## src/rtl/scsi_irqs_pkg.sv

```systemverilog
package scsi_irqs_pkg;

    localparam int unsigned DW    = 8;
    localparam int unsigned SEQ_W = 3;

    // bus phase codes held in status bits 2:0
    typedef enum logic [2:0] {
        PH_DOUT = 3'd0,
        PH_DIN  = 3'd1,
        PH_CMD  = 3'd2,
        PH_STAT = 3'd3,
        PH_MOUT = 3'd6,
        PH_MIN  = 3'd7
    } bus_phase_e;

    // cause register bit values
    localparam logic [DW-1:0] CAUSE_FNDONE = 8'h08;
    localparam logic [DW-1:0] CAUSE_BUSSVC = 8'h10;
    localparam logic [DW-1:0] CAUSE_DISC   = 8'h20;
    localparam logic [DW-1:0] CAUSE_BUSRST = 8'h80;

    localparam logic [SEQ_W-1:0] SEQ_IDLE = 3'd0;
    localparam logic [SEQ_W-1:0] SEQ_ACKD = 3'd4;

    // architectural register state
    typedef struct packed {
        logic [DW-1:0]    cause;
        logic             tcount;
        logic [2:0]       phase;
        logic [SEQ_W-1:0] step;
        logic [DW-1:0]    tstat;
    } regs_t;

    // one-entry completion parking slot
    typedef struct packed {
        logic          full;
        logic [DW-1:0] held;
        logic          lost;
    } slot_t;

endpackage

```

## src/rtl/scsi_irqs_defer.sv

```systemverilog
module scsi_irqs_defer
    import scsi_irqs_pkg::*;
(
    input  logic          clk,
    input  logic          rst,
    input  logic          cmpl_valid,
    input  logic [DW-1:0] cmpl_status,
    input  logic          cause_busy,
    input  logic          cause_rd,
    output logic          apply,
    output logic [DW-1:0] apply_status,
    output logic          lost
);

    slot_t slot_d, slot_q;
    logic  drain, direct, park;

    always_comb begin
        // parked entry drains once the cause register is empty
        drain  = slot_q.full && !cause_busy;
        // fresh completion bypasses the slot only when nothing is in the way
        direct = cmpl_valid && !cause_busy && !slot_q.full && !cause_rd;
        park   = cmpl_valid && !direct;

        slot_d = slot_q;
        if (drain) begin
            slot_d.full = 1'b0;
        end
        if (park) begin
            if (!slot_q.full || drain) begin
                slot_d.full = 1'b1;
                slot_d.held = cmpl_status;
            end else begin
                slot_d.lost = 1'b1;
            end
        end

        apply        = drain || direct;
        apply_status = drain ? slot_q.held : cmpl_status;
    end

    always_ff @(posedge clk) begin
        if (rst) slot_q <= '0;
        else     slot_q <= slot_d;
    end

    assign lost = slot_q.lost;

    // once set, the loss flag never clears without reset
    a_r8_lost_sticky: assert property (@(posedge clk) disable iff (rst)
        slot_q.lost |=> slot_q.lost);

    // completion into a full, non-draining slot is dropped, held byte kept
    a_r8_drop_keeps_held: assert property (@(posedge clk) disable iff (rst)
        (cmpl_valid && slot_q.full && cause_busy)
        |=> (slot_q.lost && slot_q.held == $past(slot_q.held)));

    // a completion meeting a busy cause register ends up parked
    a_r6_parked_on_busy: assert property (@(posedge clk) disable iff (rst)
        (cmpl_valid && cause_busy && !slot_q.full) |=> slot_q.full);

endmodule

```

## src/rtl/scsi_irqs_rdmux.sv

```systemverilog
module scsi_irqs_rdmux
    import scsi_irqs_pkg::*;
#(
    parameter int unsigned ADDR_W = 4
) (
    input  logic [ADDR_W-1:0] addr,
    input  regs_t             regs,
    output logic [DW-1:0]     data
);

    localparam logic [ADDR_W-1:0] OFS_STATUS = ADDR_W'(4'h4);
    localparam logic [ADDR_W-1:0] OFS_CAUSE  = ADDR_W'(4'h5);
    localparam logic [ADDR_W-1:0] OFS_STEP   = ADDR_W'(4'h6);

    logic [DW-1:0] status_byte;

    always_comb begin
        // 7: pending, 6: gross err, 5: parity err, 4: terminal count, 2:0 phase
        status_byte = {(|regs.cause), 1'b0, 1'b0, regs.tcount, 1'b0, regs.phase};
        unique case (addr)
            OFS_STATUS: data = status_byte;
            OFS_CAUSE:  data = regs.cause;
            OFS_STEP:   data = {{(DW-SEQ_W){1'b0}}, regs.step};
            default:    data = '0;
        endcase
    end

endmodule

```

## src/rtl/scsi_irqs_regs.sv

```systemverilog
module scsi_irqs_regs
    import scsi_irqs_pkg::*;
#(
    parameter int unsigned ADDR_W = 4
) (
    input  logic              clk,
    input  logic              rst,
    input  logic              rd_en,
    input  logic [ADDR_W-1:0] rd_addr,
    output logic [DW-1:0]     rd_data,
    input  logic              phase_load,
    input  logic [2:0]        phase_in,
    input  logic              cmpl_valid,
    input  logic [DW-1:0]     cmpl_status,
    output logic              irq,
    output logic [DW-1:0]     target_status,
    output logic              overrun
);

    localparam logic [ADDR_W-1:0] OFS_CAUSE = ADDR_W'(4'h5);

    regs_t         r_d, r_q;
    logic          cause_rd;
    logic          apply;
    logic [DW-1:0] apply_status;

    assign cause_rd = rd_en && (rd_addr == OFS_CAUSE);

    scsi_irqs_defer i_defer (
        .clk          (clk),
        .rst          (rst),
        .cmpl_valid   (cmpl_valid),
        .cmpl_status  (cmpl_status),
        .cause_busy   (|r_q.cause),
        .cause_rd     (cause_rd),
        .apply        (apply),
        .apply_status (apply_status),
        .lost         (overrun)
    );

    scsi_irqs_rdmux #(.ADDR_W(ADDR_W)) i_rdmux (
        .addr (rd_addr),
        .regs (r_q),
        .data (rd_data)
    );

    always_comb begin
        r_d = r_q;
        if (phase_load) begin
            r_d.phase = phase_in;
        end
        // acknowledge is serviced before any completion update
        if (cause_rd) begin
            r_d.cause  = '0;
            r_d.tcount = 1'b0;
            r_d.step   = SEQ_ACKD;
        end
        if (apply) begin
            r_d.phase  = PH_STAT;
            r_d.tcount = 1'b1;
            r_d.step   = SEQ_IDLE;
            r_d.cause  = CAUSE_BUSSVC;
            r_d.tstat  = apply_status;
        end
    end

    always_ff @(posedge clk) begin
        if (rst) r_q <= '0;
        else     r_q <= r_d;
    end

    assign irq           = |r_q.cause;
    assign target_status = r_q.tstat;

    // reset leaves every register clear and the line low
    a_r1_reset_clear: assert property (@(posedge clk)
        rst |=> (r_q == '0 && !irq && !overrun));

    // an applied completion lands as a bus-service interrupt in status phase
    a_r4_apply_loads: assert property (@(posedge clk) disable iff (rst)
        apply |=> (r_q.cause == CAUSE_BUSSVC && r_q.phase == 3'd3
                   && r_q.tcount && r_q.step == SEQ_IDLE && irq));

    // an acknowledging read clears cause and terminal count, step to 4
    a_r5_ack_clears: assert property (@(posedge clk) disable iff (rst)
        (cause_rd && !apply) |=> (r_q.cause == '0 && !r_q.tcount
                                  && r_q.step == SEQ_ACKD && !irq));

    // nothing is applied on top of an unacknowledged cause
    a_r6_no_apply_busy: assert property (@(posedge clk) disable iff (rst)
        apply |-> (r_q.cause == '0));

    // status and step reads leave all registers alone
    a_r10_quiet_reads: assert property (@(posedge clk) disable iff (rst)
        (rd_en && !cause_rd && !apply && !phase_load) |=> $stable(r_q));

endmodule

```

## config.mk

```make
export PLATFORM = sky130hd
export DESIGN_NAME = scsi_irqs_regs
export DESIGN_NICKNAME = d
export VERILOG_FILES = /design/src/rtl/scsi_irqs_pkg.sv /design/src/rtl/scsi_irqs_defer.sv /design/src/rtl/scsi_irqs_rdmux.sv /design/src/rtl/scsi_irqs_regs.sv
export SDC_FILE = /design/constraint.sdc
export NUM_CORES = 1
export LEC_CHECK = 0
export BUFFER_PORTS_ARGS = -buffer_cell sky130_fd_sc_hd__buf_2
export CAP_MARGIN = 20
export CORE_MARGIN = 2
export CORE_UTILIZATION = 51
export DETAILED_ROUTE_END_ITERATION = 8
export GPL_TIMING_DRIVEN = 0
export PLACE_DENSITY = 0.79
export SLEW_MARGIN = 20
export SYNTH_ARGS = -nofsm -noshare
export SYNTH_HDL_FRONTEND = slang
export SYNTH_SLANG_ARGS = --single-unit
export TNS_END_PERCENT = 50
```

## constraint.sdc

```tcl
create_clock -name clk -period 1.4 [get_ports clk]
set_input_delay 0.14 -clock clk [delete_from_list [all_inputs] [get_ports clk]]
set_output_delay 0.14 -clock clk [all_outputs]
set_load 0.03 [all_outputs]
```

# After elaboration in Yosys (flattened, before gate mapping)
# Index checks and enable logic that the tools add are counted.
# Widths: inputs -> output; s select.
dict set report totals {
  regBits 24
}
dict set report classes {
  n_eq_ne 3
  n_reduce_logical 17
  bitwise 1
  mux 10
}
# cell n
set op_table {}
lappend op_table {{$pmux 8 s3} 1}
lappend op_table {{$mux 20} 1}
lappend op_table {{$eq 4x3->1 const B} 3}
lappend op_table {{$mux 10} 1}
lappend op_table {{$mux 9} 1}
lappend op_table {{$mux 8} 1}
lappend op_table {{$logic_and 1x1->1} 6}
lappend op_table {{$mux 3} 2}
lappend op_table {{$mux 6} 1}
lappend op_table {{$logic_not 1->1} 4}
lappend op_table {{$reduce_and 2->1} 2}
lappend op_table {{$reduce_bool 2->1} 2}
lappend op_table {{$logic_or 1x1->1} 2}
lappend op_table {{$mux 1} 2}
lappend op_table {{$reduce_or 2->1} 1}
lappend op_table {{$not 1->1} 1}

# Depth between registers and ports, before layout
# Gate-level depths: netlist of the first run.
dict set report depth {
  word_depth 7
  mapped_depth 6
  depth_no_buf 4
}

# Cells and area by module
# Synthesis of the first run repeated with hierarchy kept, for this count alone.
dict set report unflattened {
  cells_unflattened 137
  area_unflattened_um2 1291.2
}
# module area_per_inst_um2 n_inst cells_each
set modules_own_cells {}
lappend modules_own_cells {scsi_irqs_regs 554.3 1 55}
lappend modules_own_cells {scsi_irqs_defer 553.0 1 57}
lappend modules_own_cells {scsi_irqs_rdmux 183.9 1 25}

# Worst setup path after synthesis of the first run
# No wires, ideal clock.
dict set report synth_path {
  path_type {register to output}
  from {register r_q[19] (netlist name)}
  to {output port rd_data[7]}
  path_buffers 2
  arrival_ns 1.787
  required_time_ns 1.260
  stages_incl_launch_ff 4
  path_slack_ns -0.527
  path_cell_list {dfxtp_1 > clkbuf_1 > clkbuf_1 > nor3b_1}
}
dict set report synth_between {
  elab_chain_len 1
}
# item line_no
set synth_rtl {}
lappend synth_rtl {{from (decl)} scsi_irqs_regs.sv:22} ;# regs_t r_d, r_q;
lappend synth_rtl {{from (signal assigned)} scsi_irqs_regs.sv:69} ;# else r_q <= r_d;
lappend synth_rtl {{$pmux 8 s3} scsi_irqs_rdmux.sv:20} ;# unique case (addr)
lappend synth_rtl {{to (decl)} scsi_irqs_regs.sv:10} ;# output logic [DW-1:0] rd_data,
# Every way passes these cells.

# Worst setup path in the final report of the first run
dict set report layout_path {
  from {input port rd_addr[1]}
  to {output port rd_data[0]}
}
dict set report layout_between {
  elab_chain_len 2
}
# item line_no
set layout_rtl {}
lappend layout_rtl {{from (decl)} scsi_irqs_regs.sv:9} ;# input logic [ADDR_W-1:0] rd_addr,
lappend layout_rtl {{$eq 4x3->1} scsi_irqs_rdmux.sv:20}
lappend layout_rtl {{$pmux 8 s3 (*)} scsi_irqs_rdmux.sv:20}
# Every way passes the cells marked *; elsewhere a longest branch is shown, timed or not.

==> results of run 1 <==
==> worst register-to-register path, stage by stage (launching register included) <==
cell	delay (ns)
sky130_fd_sc_hd__dfxtp_2	0.38
sky130_fd_sc_hd__and2_1	0.18
sky130_fd_sc_hd__a41oi_2	0.41
sky130_fd_sc_hd__nor3_1	0.09
sky130_fd_sc_hd__nor3_1	0.20
==> sequential cells by signal (all words and copies together), names as in the netlist <==
register        cells
i_defer.lost        1
target_status       8
r_q                 5
i_defer.slot_q      9
==> cell type report <==
class                           instances  area, um2
Buffer                                 22        150
Clock buffer                            3       22.5
Clock inverter                          1       5.00
Fill cell                             204        842
Inverter                                4       15.0
Multi-Input combinational cell        102        738
Sequential cell                        23        465
Tap cell                               30       37.5
Timing Repair Buffer                   33        179
==> metrics by stage <==
step           power, uW  area [um2]  setup TNS, ns  hold slack [ns]  setup slack, ns
4_1_cts             1500        1580              0           0.0593          0.00944
5_1_grt             1580        1610        -0.0488           0.0842          -0.0282
3_3_place_gp        1180        1530         -0.725            0.383          -0.0775
3_5_place_dp        1190        1530          -1.34            0.392           -0.130
2_1_floorplan       1080        1330         -0.303            0.276           -0.150
6_report            1510        1610      -0.000854           0.0653        -0.000854
==> routing by layer <==
layer / routed length, um / vias up
met5: 0 / -
met4: 31 / 0
met3: 123 / 5
met2: 1560 / 37
met1: 1370 / 586
li1: - / 614
==> cells by family (layout without fill, tap and decap cells) <==
group	after synthesis	after routing	synth area share (%)
flops	23	23	35.3
mux	9	9	6.91
compound gates	46	47	26.3
buf+inv	27	63	12.1
simple gates	43	43	19.1
other cells	1	3	0.288
==> synthesized netlist by cell type, types with 2 or more instances <==
| library cell | instances | area, um2 |
|---|---|---|
| sky130_fd_sc_hd__nor2b_1 | 2 | 12.5 |
| sky130_fd_sc_hd__mux2i_1 | 9 | 90.1 |
| sky130_fd_sc_hd__dfxtp_1 | 23 | 460 |
| sky130_fd_sc_hd__a21o_1 | 8 | 60.1 |
| sky130_fd_sc_hd__a211oi_1 | 9 | 67.6 |
| sky130_fd_sc_hd__nor3b_1 | 4 | 30.0 |
| sky130_fd_sc_hd__nand2b_1 | 2 | 12.5 |
| sky130_fd_sc_hd__nor2_1 | 10 | 37.5 |
| sky130_fd_sc_hd__o22ai_1 | 8 | 50.1 |
| sky130_fd_sc_hd__buf_4 | 12 | 90.1 |
| sky130_fd_sc_hd__nor3_1 | 17 | 85.1 |
| sky130_fd_sc_hd__inv_1 | 3 | 11.3 |
| sky130_fd_sc_hd__clkbuf_1 | 7 | 26.3 |
| sky130_fd_sc_hd__a21oi_1 | 12 | 60.1 |
| sky130_fd_sc_hd__buf_2 | 2 | 10.0 |
==> final timing paths <==
kind,cells after the start,end
worst min register to register,2,r_q[10]
worst max register to register,4,i_defer.slot_q[3]
worst max-delay path,4,rd_data[0]
worst min-delay path,3,r_q[11]
==> power breakdown <==
group	switching, uW	leakage [uW]	internal [uW]
Sequential	38.8	0.000191	710
Clock	203	0.0000177	107
Combinational	257	0.000487	194
Total	499	0.000695	1010
==> timing repair <==
action / in CTS / in global routing
pin swaps: 0 / 1
resized for setup: 7 / 5
buffers inserted: 0 / 1
endpoints found under the setup margin: 20 / 19
cloned: 0 / 1
==> flow_summary.rst, run 1 <==
.. list-table::
   :header-rows: 1

   * - Metric
     - Value
   * - Leakage power figure
     - 0.000695 uW
   * - Count of unique library cells instantiated by Yosys
     - 36
   * - TritonCTS clock tree
     - yes
   * - Count of endpoints failing hold in the final timing report
     - 0
   * - Worst path arrival time
     - 1.26 ns
   * - Met2 usage in global routing
     - 35.3%
   * - Cell Area, Synth
     - about 1300 um2
   * - Total CTS buffers
     - 3
   * - Critical Path End Type
     - primary output
   * - Final period util
     - 100%
   * - R2r setup slk
     - 0.07 ns
   * - Number of nets with antenna violations after routing
     - 0
   * - Final nets
     - approximately 210
   * - Initial core utilization
     - 53.1%
   * - Area inside the core boundary
     - between 2000 and 2500 um2
   * - Worst setup slack after layout
     - -0.000854 ns
   * - Violations in the final reports
     - negative setup slack
   * - Maximum cell stage delay along the critical path
     - 0.52 ns
   * - Die boundary width
     - about 55 um
   * - Final Max Tran Viols
     - 0
   * - Worst hold path class
     - input pin to flop
   * - Vertical die dimension
     - 54.6 um
   * - Pwr dens
     - between 900 and 1000 nW/um2
   * - Via count of the first global-routing pass
     - 989
   * - Transition time at the pin with the least slew margin
     - 0.509 ns
   * - Cell occurring most often along the worst timing path
     - sky130_fd_sc_hd__buf_2
   * - CP cell instances
     - buf_2, or3b_2, nor3b_1, buf_2
   * - Antenna violations before repair
     - 0
   * - Final setup violating endpoints
     - 1
   * - Largest net degree at the start of global routing
     - 14
   * - Tmin final
     - approximately 1.4 ns
   * - All-layer global routing usage
     - 20.2%
   * - Worst-Skew Late Latency
     - 0.31 ns
   * - Most common flop cell mapped by yosys
     - sky130_fd_sc_hd__dfxtp_1
   * - Global-route met3 utilization
     - roughly 2.5%
   * - Antenna cells
     - 0
   * - Clock H-tree levels
     - 1
   * - Number of maximum-capacitance violations
     - 0
   * - CTS Root Buffer Type
     - sky130_fd_sc_hd__clkbuf_4
   * - Total of warnings raised by yosys
     - 0
   * - Routing layer with the top usage in global route
     - met2
   * - Post-Route Skew
     - about 0.0017 ns
   * - Number of I/O port buffers
     - 32
   * - DP Cell Count
     - between 200 and 250
   * - Post-DP HPWL
     - 2080 um
   * - Clock slew at the register clock pins of the worst setup and hold paths
     - 0.13 ns
   * - Flop and latch count out of synthesis
     - 23
   * - WP buf/inv
     - 2
   * - Worst slew margin relative to its limit
     - between 60 and 70%
   * - Beginning of the worst hold path
     - phase_in[0]
   * - Leading cell types in the layout, fill and taps excluded
     - sky130_fd_sc_hd__buf_2 (31), sky130_fd_sc_hd__dfxtp_1 (21), sky130_fd_sc_hd__nor3_1 (17), sky130_fd_sc_hd__buf_4 (14), sky130_fd_sc_hd__a21oi_1 (12)
   * - Met1 track demand over resource in global routing
     - 25.0%
   * - Synth async-reset ratio
     - 0%
   * - Count of boundary I/O pins
     - 38
   * - Startpoint of the worst-slack reg-to-reg timing path
     - i_defer.slot_q[9]
   * - Largest fanout of any net on the critical path
     - 3
   * - Worst-case vdd ir drop
     - 0.588 mV
   * - Standard-cell rows
     - 18
   * - Mapped Avg Cell Area
     - 8.75 um2
   * - Vias
     - 1,242
   * - Wire length of the first global-routing pass
     - 4280 um
   * - Iter 0 DRT Violations
     - 20
   * - Gate family responsible for the most delay along the worst path
     - simple AND/OR/NAND/NOR gates
   * - Routed via count divided by cell count
     - 5.70
   * - Cell Count, Final, Fillers Out
     - 218
   * - Most common cell after layout, fill and taps aside
     - sky130_fd_sc_hd__buf_2
   * - Syn Inst Count
     - about 150
   * - Hold Buf Count CTS
     - 0
   * - Max stage delay cell, worst path
     - sky130_fd_sc_hd__or3b_2
   * - Outcome
     - finished with violations
   * - Routability cong.
     - about 0.78
   * - Number of flops mapped to enable cells by yosys
     - 0
   * - WL/cell
     - 14.1 um
   * - Critical path startpoint category
     - input pin
   * - Core utilization of the finished layout
     - 65.7%
   * - Full die area
     - 2980 um2
   * - Portion of the post-synthesis area used by sequential elements
     - 35.3%
   * - Initial DRT Pass Iterations
     - 4
   * - Maximum number of buffers from clock root to sink
     - 2
   * - Setup repair after global routing missed its margin
     - yes
   * - Number of design rule violations left after detail routing
     - 0
   * - Worst endpoint required time
     - 1.26 ns
   * - Max frequency
     - 714 MHz
   * - Setup crit start
     - rd_addr[1]
   * - Total Routed Length
     - slightly above 3000 um
   * - Share of final-layout standard cells stronger than drive strength 1
     - between 30% and 40%
   * - Start-to-end type of the worst setup path
     - input pin to primary output
   * - Sinks on Clock Net
     - 23
   * - Growth of design area from synthesis to finish
     - 23.7%
   * - Remaining global-route overflow
     - 0
Note: power is estimated with default switching activity, not from simulation.
==> inputs of run 2 (changes only) <==
--- a/config.mk
+++ b/config.mk
@@ -11,7 +11,7 @@
 export CORE_UTILIZATION = 51
 export DETAILED_ROUTE_END_ITERATION = 8
 export GPL_TIMING_DRIVEN = 0
-export PLACE_DENSITY = 0.79
+export PLACE_DENSITY = 0.77
 export SLEW_MARGIN = 20
 export SYNTH_ARGS = -nofsm -noshare
 export SYNTH_HDL_FRONTEND = slang
==> run 2 against run 1 <==
  * The run now ends clean
  * Cell count unchanged
  * Core utilization increased by 0.51 points
  * Setup slack gained 0.026 ns
  * First-iteration DRC count up 110%
  * Die area is the same
  * Total power increased by 1.3%
  * Combinational power rose by 2%
  * Via count decreased by 0.32%
  * Final area rose by 0.78%
  * Sequential share of layout area decreased by 0.22 points
  * Highest routed layer unchanged
==> flow_summary.rst, run 2 (synthesis results as in run 1) <==
.. list-table::
   :header-rows: 1

   * - Metric
     - Value
   * - Outcome
     - complete, no violations
   * - Sinks on Clock Net
     - 23
   * - Number of design rule violations left after detail routing
     - 0
   * - Register bank with the most flops
     - i_defer.slot_q
   * - Worst-case vdd ir drop
     - 0.697 mV
   * - Max stage delay cell, worst path
     - sky130_fd_sc_hd__or3b_2
   * - R2r setup slk
     - 0.06 ns
   * - Setup TNS
     - 0 ns
   * - Wire length of the first global-routing pass
     - between 4000 and 5000 um
   * - Routed via count divided by cell count
     - about 5.7
   * - Critical path startpoint category
     - input pin
   * - TritonCTS clock tree
     - yes
   * - Leakage power figure
     - 0.000698 uW
   * - Startpoint of the worst-slack reg-to-reg timing path
     - i_defer.slot_q[9]
   * - Critical Path End Type
     - primary output
   * - Area inside the core boundary
     - 2450 um2
   * - Largest fanout of any net on the critical path
     - 3
   * - Initial core utilization
     - 53.1%
   * - Sequential cell fraction of total power
     - 48.9%
   * - Post-DP HPWL
     - 2060 um
   * - Worst slew margin relative to its limit
     - 66.4%
   * - Initial DRT Pass Iterations
     - 4
   * - Antenna violations before repair
     - 0
   * - Vias
     - 1,238
   * - Worst-Skew Late Latency
     - 0.32 ns
   * - Antenna cells
     - 0
   * - Number of nets with antenna violations after routing
     - 0
   * - Beginning of the worst hold path
     - phase_in[1]
   * - Setup repair after global routing missed its margin
     - yes
   * - Switch Pwr
     - 516 uW
   * - Via count of the first global-routing pass
     - 1,036
   * - Post-Route Skew
     - 0.00432 ns
   * - Total Power Consumption
     - 1530 uW
   * - Number of inserted filler cells in the final layout
     - 217
   * - Pwr dens
     - 941 nW/um2
   * - Part of the total power dissipated in the clock network
     - 21.1%
   * - Switching power as a share of total power
     - between 30% and 40%
   * - Clock H-tree levels
     - 1
   * - Standard-cell rows
     - 18
   * - Clock slew at the register clock pins of the worst setup and hold paths
     - 0.13 ns
   * - Vertical die dimension
     - 54.6 um
   * - Cell occurring most often along the worst timing path
     - sky130_fd_sc_hd__buf_2
   * - Share of final-layout standard cells stronger than drive strength 1
     - 37.2%
   * - Start-to-end type of the worst setup path
     - input pin to primary output
   * - CTS Root Buffer Type
     - sky130_fd_sc_hd__clkbuf_4
   * - Worst setup slack after layout
     - 0.0255 ns
   * - Setup crit start
     - rd_addr[1]
   * - Logic pwr share
     - 30.0%
   * - Number of I/O port buffers
     - 32
   * - Most common cell after layout, fill and taps aside
     - sky130_fd_sc_hd__buf_2
   * - WL/cell
     - 14.4 um
   * - Worst hold path class
     - input pin to flop
   * - Remaining global-route overflow
     - 0
   * - Leading cell types in the layout, fill and taps excluded
     - sky130_fd_sc_hd__buf_2 (32), sky130_fd_sc_hd__dfxtp_1 (21), sky130_fd_sc_hd__nor3_1 (17), sky130_fd_sc_hd__buf_4 (14), sky130_fd_sc_hd__a21oi_1 (12)
   * - Int Pwr
     - 1010 uW
   * - Worst endpoint required time
     - around 1.3 ns
   * - Flip-flop count of the largest register, all copies and words added
     - 9
   * - Routability cong.
     - roughly 0.78
   * - Final nets
     - 209
   * - Total CTS buffers
     - 3
   * - All-layer global routing usage
     - about a fifth
   * - Die boundary width
     - 54.6 um
   * - Maximum cell stage delay along the critical path
     - approximately 0.52 ns
   * - CP cell instances
     - buf_2, or3b_2, nor3b_1, buf_2
   * - Max frequency
     - 728 MHz
   * - Area of all placed cells without fillers
     - 1630 um2
   * - Largest net degree at the start of global routing
     - 14
   * - DP Area
     - 1530 um2
   * - Final period util
     - between 90% and 100%
   * - Worst path arrival time
     - between 1 and 1.5 ns
   * - Transition time at the pin with the least slew margin
     - around 0.5 ns
   * - Tmin final
     - 1.37 ns
   * - Hold Buf Count CTS
     - 0
   * - Hold slack final
     - 0.0590 ns
   * - Number of maximum-capacitance violations
     - 0
   * - Total Routed Length
     - 3140 um
   * - Count of boundary I/O pins
     - 38
   * - Final setup violating endpoints
     - 0
   * - Growth of design area from synthesis to finish
     - 24.7%
   * - Maximum number of buffers from clock root to sink
     - 2
   * - Full die area
     - 2980 um2
   * - Count of endpoints failing hold in the final timing report
     - 0
   * - Iter 0 DRT Violations
     - 43
   * - Final Max Tran Viols
     - 0
   * - Pre-CTS setup slack
     - -0.0825 ns
## run 2: power by group through the flow
stage | Clock, uW | Combinational, uW | Sequential (uW)
global route | 348 | 500 | 754
finish | 323 | 459 | 748
CTS | 326 | 437 | 747
global placement | 0 | 424 | 755
floorplan | 0 | 320 | 757
detailed placement | 0 | 434 | 758
## run 2: final cells by class
type / count / area [um2] / area share [%]
clock buffer: 3 / 22.5 / 1.39
tap: 30 / 37.5 / 2.31
inverter: 4 / 17.5 / 1.08
clock inverter: 1 / 5.00 / 0.308
multi-input combinational: 102 / 751 / 46.2
buffer: 22 / 150 / 9.24
sequential: 23 / 465 / 28.6
timing repair buffer: 33 / 176 / 10.9
## run 2: path summary, 6_finish.rpt
| path | endpoint | cells past startpoint |
|---|---|---|
| worst min-delay path | r_q[12] | 3 |
| worst max-delay path | rd_data[1] | 4 |
| worst max register to register | r_q[11] | 5 |
| worst min register to register | r_q[10] | 2 |
## run 2: timing repair
action,in CTS,in global routing
gates resized for setup,7,7
pin swaps,0,1
cloned,0,1
setup endpoints to repair,20,19
setup buffers,0,1
## run 2: layer usage
layer | track usage (%) | part of all wire [%]
met1 | 25.3 | 40
met2 | 35.7 | 49
met3 | 2.46 | 8.4
met4 | 10.4 | 2.1
met5 | 0 | 0
## run 2: critical path, delay by kind of cell
family	cells	cell delay [ns]
AND/OR/NAND/NOR	2	0.73
buffers and inverters	2	0.36
## run 2: metrics by stage
stage,utilization (%),cells
3_3_place_gp,62.3,213
2_1_floorplan,-,151
6_report,66.2,218
5_1_grt,66.2,218
4_1_cts,64.2,216
3_5_place_dp,62.3,213
==> inputs of run 3 (changes only) <==
--- a/config.mk
+++ b/config.mk
@@ -8,11 +8,10 @@
 export BUFFER_PORTS_ARGS = -buffer_cell sky130_fd_sc_hd__buf_2
 export CAP_MARGIN = 20
 export CORE_MARGIN = 2
-export CORE_UTILIZATION = 51
+export CORE_UTILIZATION = 54
 export DETAILED_ROUTE_END_ITERATION = 8
 export GPL_TIMING_DRIVEN = 0
-export PLACE_DENSITY = 0.77
-export SLEW_MARGIN = 20
+export PLACE_DENSITY = 0.81
 export SYNTH_ARGS = -nofsm -noshare
 export SYNTH_HDL_FRONTEND = slang
 export SYNTH_SLANG_ARGS = --single-unit
==> constraint.sdc (replaced) <==
create_clock -name clk -period 1.6 [get_ports clk]
set_input_delay 0.16 -clock clk [delete_from_list [all_inputs] [get_ports clk]]
set_output_delay 0.16 -clock clk [all_outputs]
set_load 0.03 [all_outputs]
==> run 3 against run 2 <==
  * Critical path depth fell by 1
  * Final area fell by 4.2%
  * Non-clock buffer count fell by 1
  * Sequential power fell by 13%
  * Clock power fell by 15%
  * Worst hold slack improved by 0.029 ns
  * First-iteration DRC count fell by 16%
  * Global-route usage rose by 1.2 points
  * Sequential cell count did not move
  * Combinational power fell by 18%
  * Via count fell by 0.81%
  * Register-to-register slack improved by 0.14 ns
  * Largest power group unchanged
==> flow_summary.rst, run 3 (synthesis results as in run 1) <==
.. list-table::
   :header-rows: 1

   * - Metric
     - Value
   * - Worst-case vdd ir drop
     - 0.747 mV
   * - Flip-flop count of the largest register, all copies and words added
     - 9
   * - R2r setup slk
     - 0.20 ns
   * - Number of design rule violations left after detail routing
     - 0
   * - Maximum number of buffers from clock root to sink
     - 2
   * - WP buf/inv
     - 2
   * - Number of nets with antenna violations after routing
     - 0
   * - Die boundary width
     - roughly 53 um
   * - DP Area
     - 1520 um2
   * - Beginning of the worst hold path
     - phase_in[0]
   * - Quantity of gates resized following cts
     - 3
   * - Largest net degree at the start of global routing
     - 14
   * - Count of endpoints failing hold in the final timing report
     - 0
   * - Count of boundary I/O pins
     - 38
   * - Start-to-end type of the worst setup path
     - flop to primary output
   * - Full die area
     - 2820 um2
   * - Routability cong.
     - 0.799
   * - Vertical die dimension
     - about 53 um
   * - Routed via count divided by cell count
     - 5.74
   * - TritonCTS clock tree
     - yes
   * - Worst setup slack after layout
     - 0.108 ns
   * - Initial DRT Pass Iterations
     - 4
   * - Maximum cell stage delay along the critical path
     - 0.42 ns
   * - Initial core utilization
     - between 50 and 60%
   * - All-layer global routing usage
     - 21.9%
   * - WL/cell
     - 13.3 um
   * - Remaining global-route overflow
     - 0
   * - Leading cell types in the layout, fill and taps excluded
     - sky130_fd_sc_hd__buf_2 (34), sky130_fd_sc_hd__dfxtp_1 (22), sky130_fd_sc_hd__nor3_1 (17), sky130_fd_sc_hd__buf_4 (12), sky130_fd_sc_hd__a21oi_1 (12)
   * - Post-Route Skew
     - a little over 0.003 ns
   * - Via count of the first global-routing pass
     - 1,095
   * - Setup repair after global routing missed its margin
     - no
   * - Share of final-layout standard cells stronger than drive strength 1
     - 34.9%
   * - Largest fanout of any net on the critical path
     - 10
   * - Gate family responsible for the most delay along the worst path
     - flip-flops
   * - Total CTS buffers
     - 3
   * - Setup crit start
     - r_q[19]
   * - Leakage power figure
     - 0.000683 uW
   * - CP cell instances
     - clkbuf_4, nor3b_4, buf_2
   * - Worst Reg2Reg Path Length in Cells
     - 5
   * - Crit path depth
     - 3
   * - Outcome
     - complete, no violations
   * - Pre-CTS setup slack
     - 0.00592 ns
   * - Post-CTS Setup Repair Bufs
     - 0
   * - Hold Buf Count CTS
     - 0
   * - Worst endpoint required time
     - around 1.4 ns
   * - Max stage delay cell, worst path
     - sky130_fd_sc_hd__dfxtp_4
   * - Vias
     - 1,228
   * - CTS Root Buffer Type
     - sky130_fd_sc_hd__clkbuf_4
   * - Iter 0 DRT Violations
     - 36
   * - Growth of design area from synthesis to finish
     - 19.4%
   * - Total Routed Length
     - 2860 um
   * - Register bank with the most flops
     - i_defer.slot_q
   * - Final setup violating endpoints
     - 0
   * - Startpoint of the worst-slack reg-to-reg timing path
     - i_defer.slot_q[9]
   * - Final Max Tran Viols
     - 0
   * - Sinks on Clock Net
     - 23
   * - Antenna violations before repair
     - 0
   * - Number of inserted filler cells in the final layout
     - 191
   * - Tmin final
     - about 1.5 ns
   * - Number of I/O port buffers
     - 32
   * - Standard-cell rows
     - 17
   * - Number of maximum-capacitance violations
     - 0
   * - Clock slew at the register clock pins of the worst setup and hold paths
     - 0.12 ns
   * - Number of cells on the worst hold path
     - 3
   * - Max frequency
     - around 670 MHz
   * - Post-DP HPWL
     - roughly 2100 um
   * - Pwr dens
     - 838 nW/um2
   * - Total Power Consumption
     - 1300 uW
   * - Final period util
     - 93.3%
   * - Final nets
     - 207
   * - Area inside the core boundary
     - 2250 um2
   * - Worst-Skew Late Latency
     - 0.32 ns
   * - Worst path arrival time
     - ~1.3 ns
   * - Critical Path End Type
     - primary output
   * - Critical path startpoint category
     - flop
   * - Antenna cells
     - 0
   * - Wire length of the first global-routing pass
     - 4600 um
   * - Worst hold path class
     - input pin to flop
   * - Most common cell after layout, fill and taps aside
     - sky130_fd_sc_hd__buf_2
   * - Clock H-tree levels
     - 1
   * - Area of all placed cells without fillers
     - 1560 um2
## run 3: cell count changes in the layout (fill, tap and decap cells not counted), sizes merged
cell    previous run  this run
a41oi              3         2
clkbuf             9        10
buf               49        47
## run 3: report_power, final
group	switching (uW)	total, uW	leakage, uW	internal, uW
clock network	180	273	0.0000177	93.6
logic	216	377	0.000475	161
registers	33.0	654	0.000190	621
## run 3: area by class of cell
type	count	area, um2	share of cell area [%]
multi-input combinational	101	712	45.7
sequential	23	464	29.8
timing repair buffer	32	160	10.3
buffer	22	143	9.16
tap	28	35.0	2.25
clock buffer	3	22.5	1.45
inverter	4	15.0	0.965
clock inverter	1	5.00	0.322
## run 3: final timing paths
kind | to
max | rd_data[7]
min | r_q[11]
max reg2reg | r_q[11]
min reg2reg | r_q[10]
## run 3: worst min-delay path, cell delays in order
cell	delay [ns]
sky130_fd_sc_hd__buf_2	0.08
sky130_fd_sc_hd__a211oi_2	0.06
sky130_fd_sc_hd__nor2_1	0.07
## run 3: per-layer routing
layer	global-route usage, %	routed length [um]	vias to the layer above
met3	2.82	149	4
met2	40.0	1400	38
li1	-	-	609
met5	0	0	-
met4	6.84	29	0
met1	26.4	1280	577
## run 3: stage by stage
step / util, % / TNS (ns) / hold slack (ns) / cells
floorplan: - / -0.00445 / 0.296 / 151
global route: 69.0 / 0 / 0.106 / 214
finish: 69.0 / 0 / 0.0877 / 214
detailed placement: 67.3 / 0 / 0.417 / 211
CTS: 68.6 / 0 / 0.0856 / 214
global placement: 67.3 / 0 / 0.400 / 211
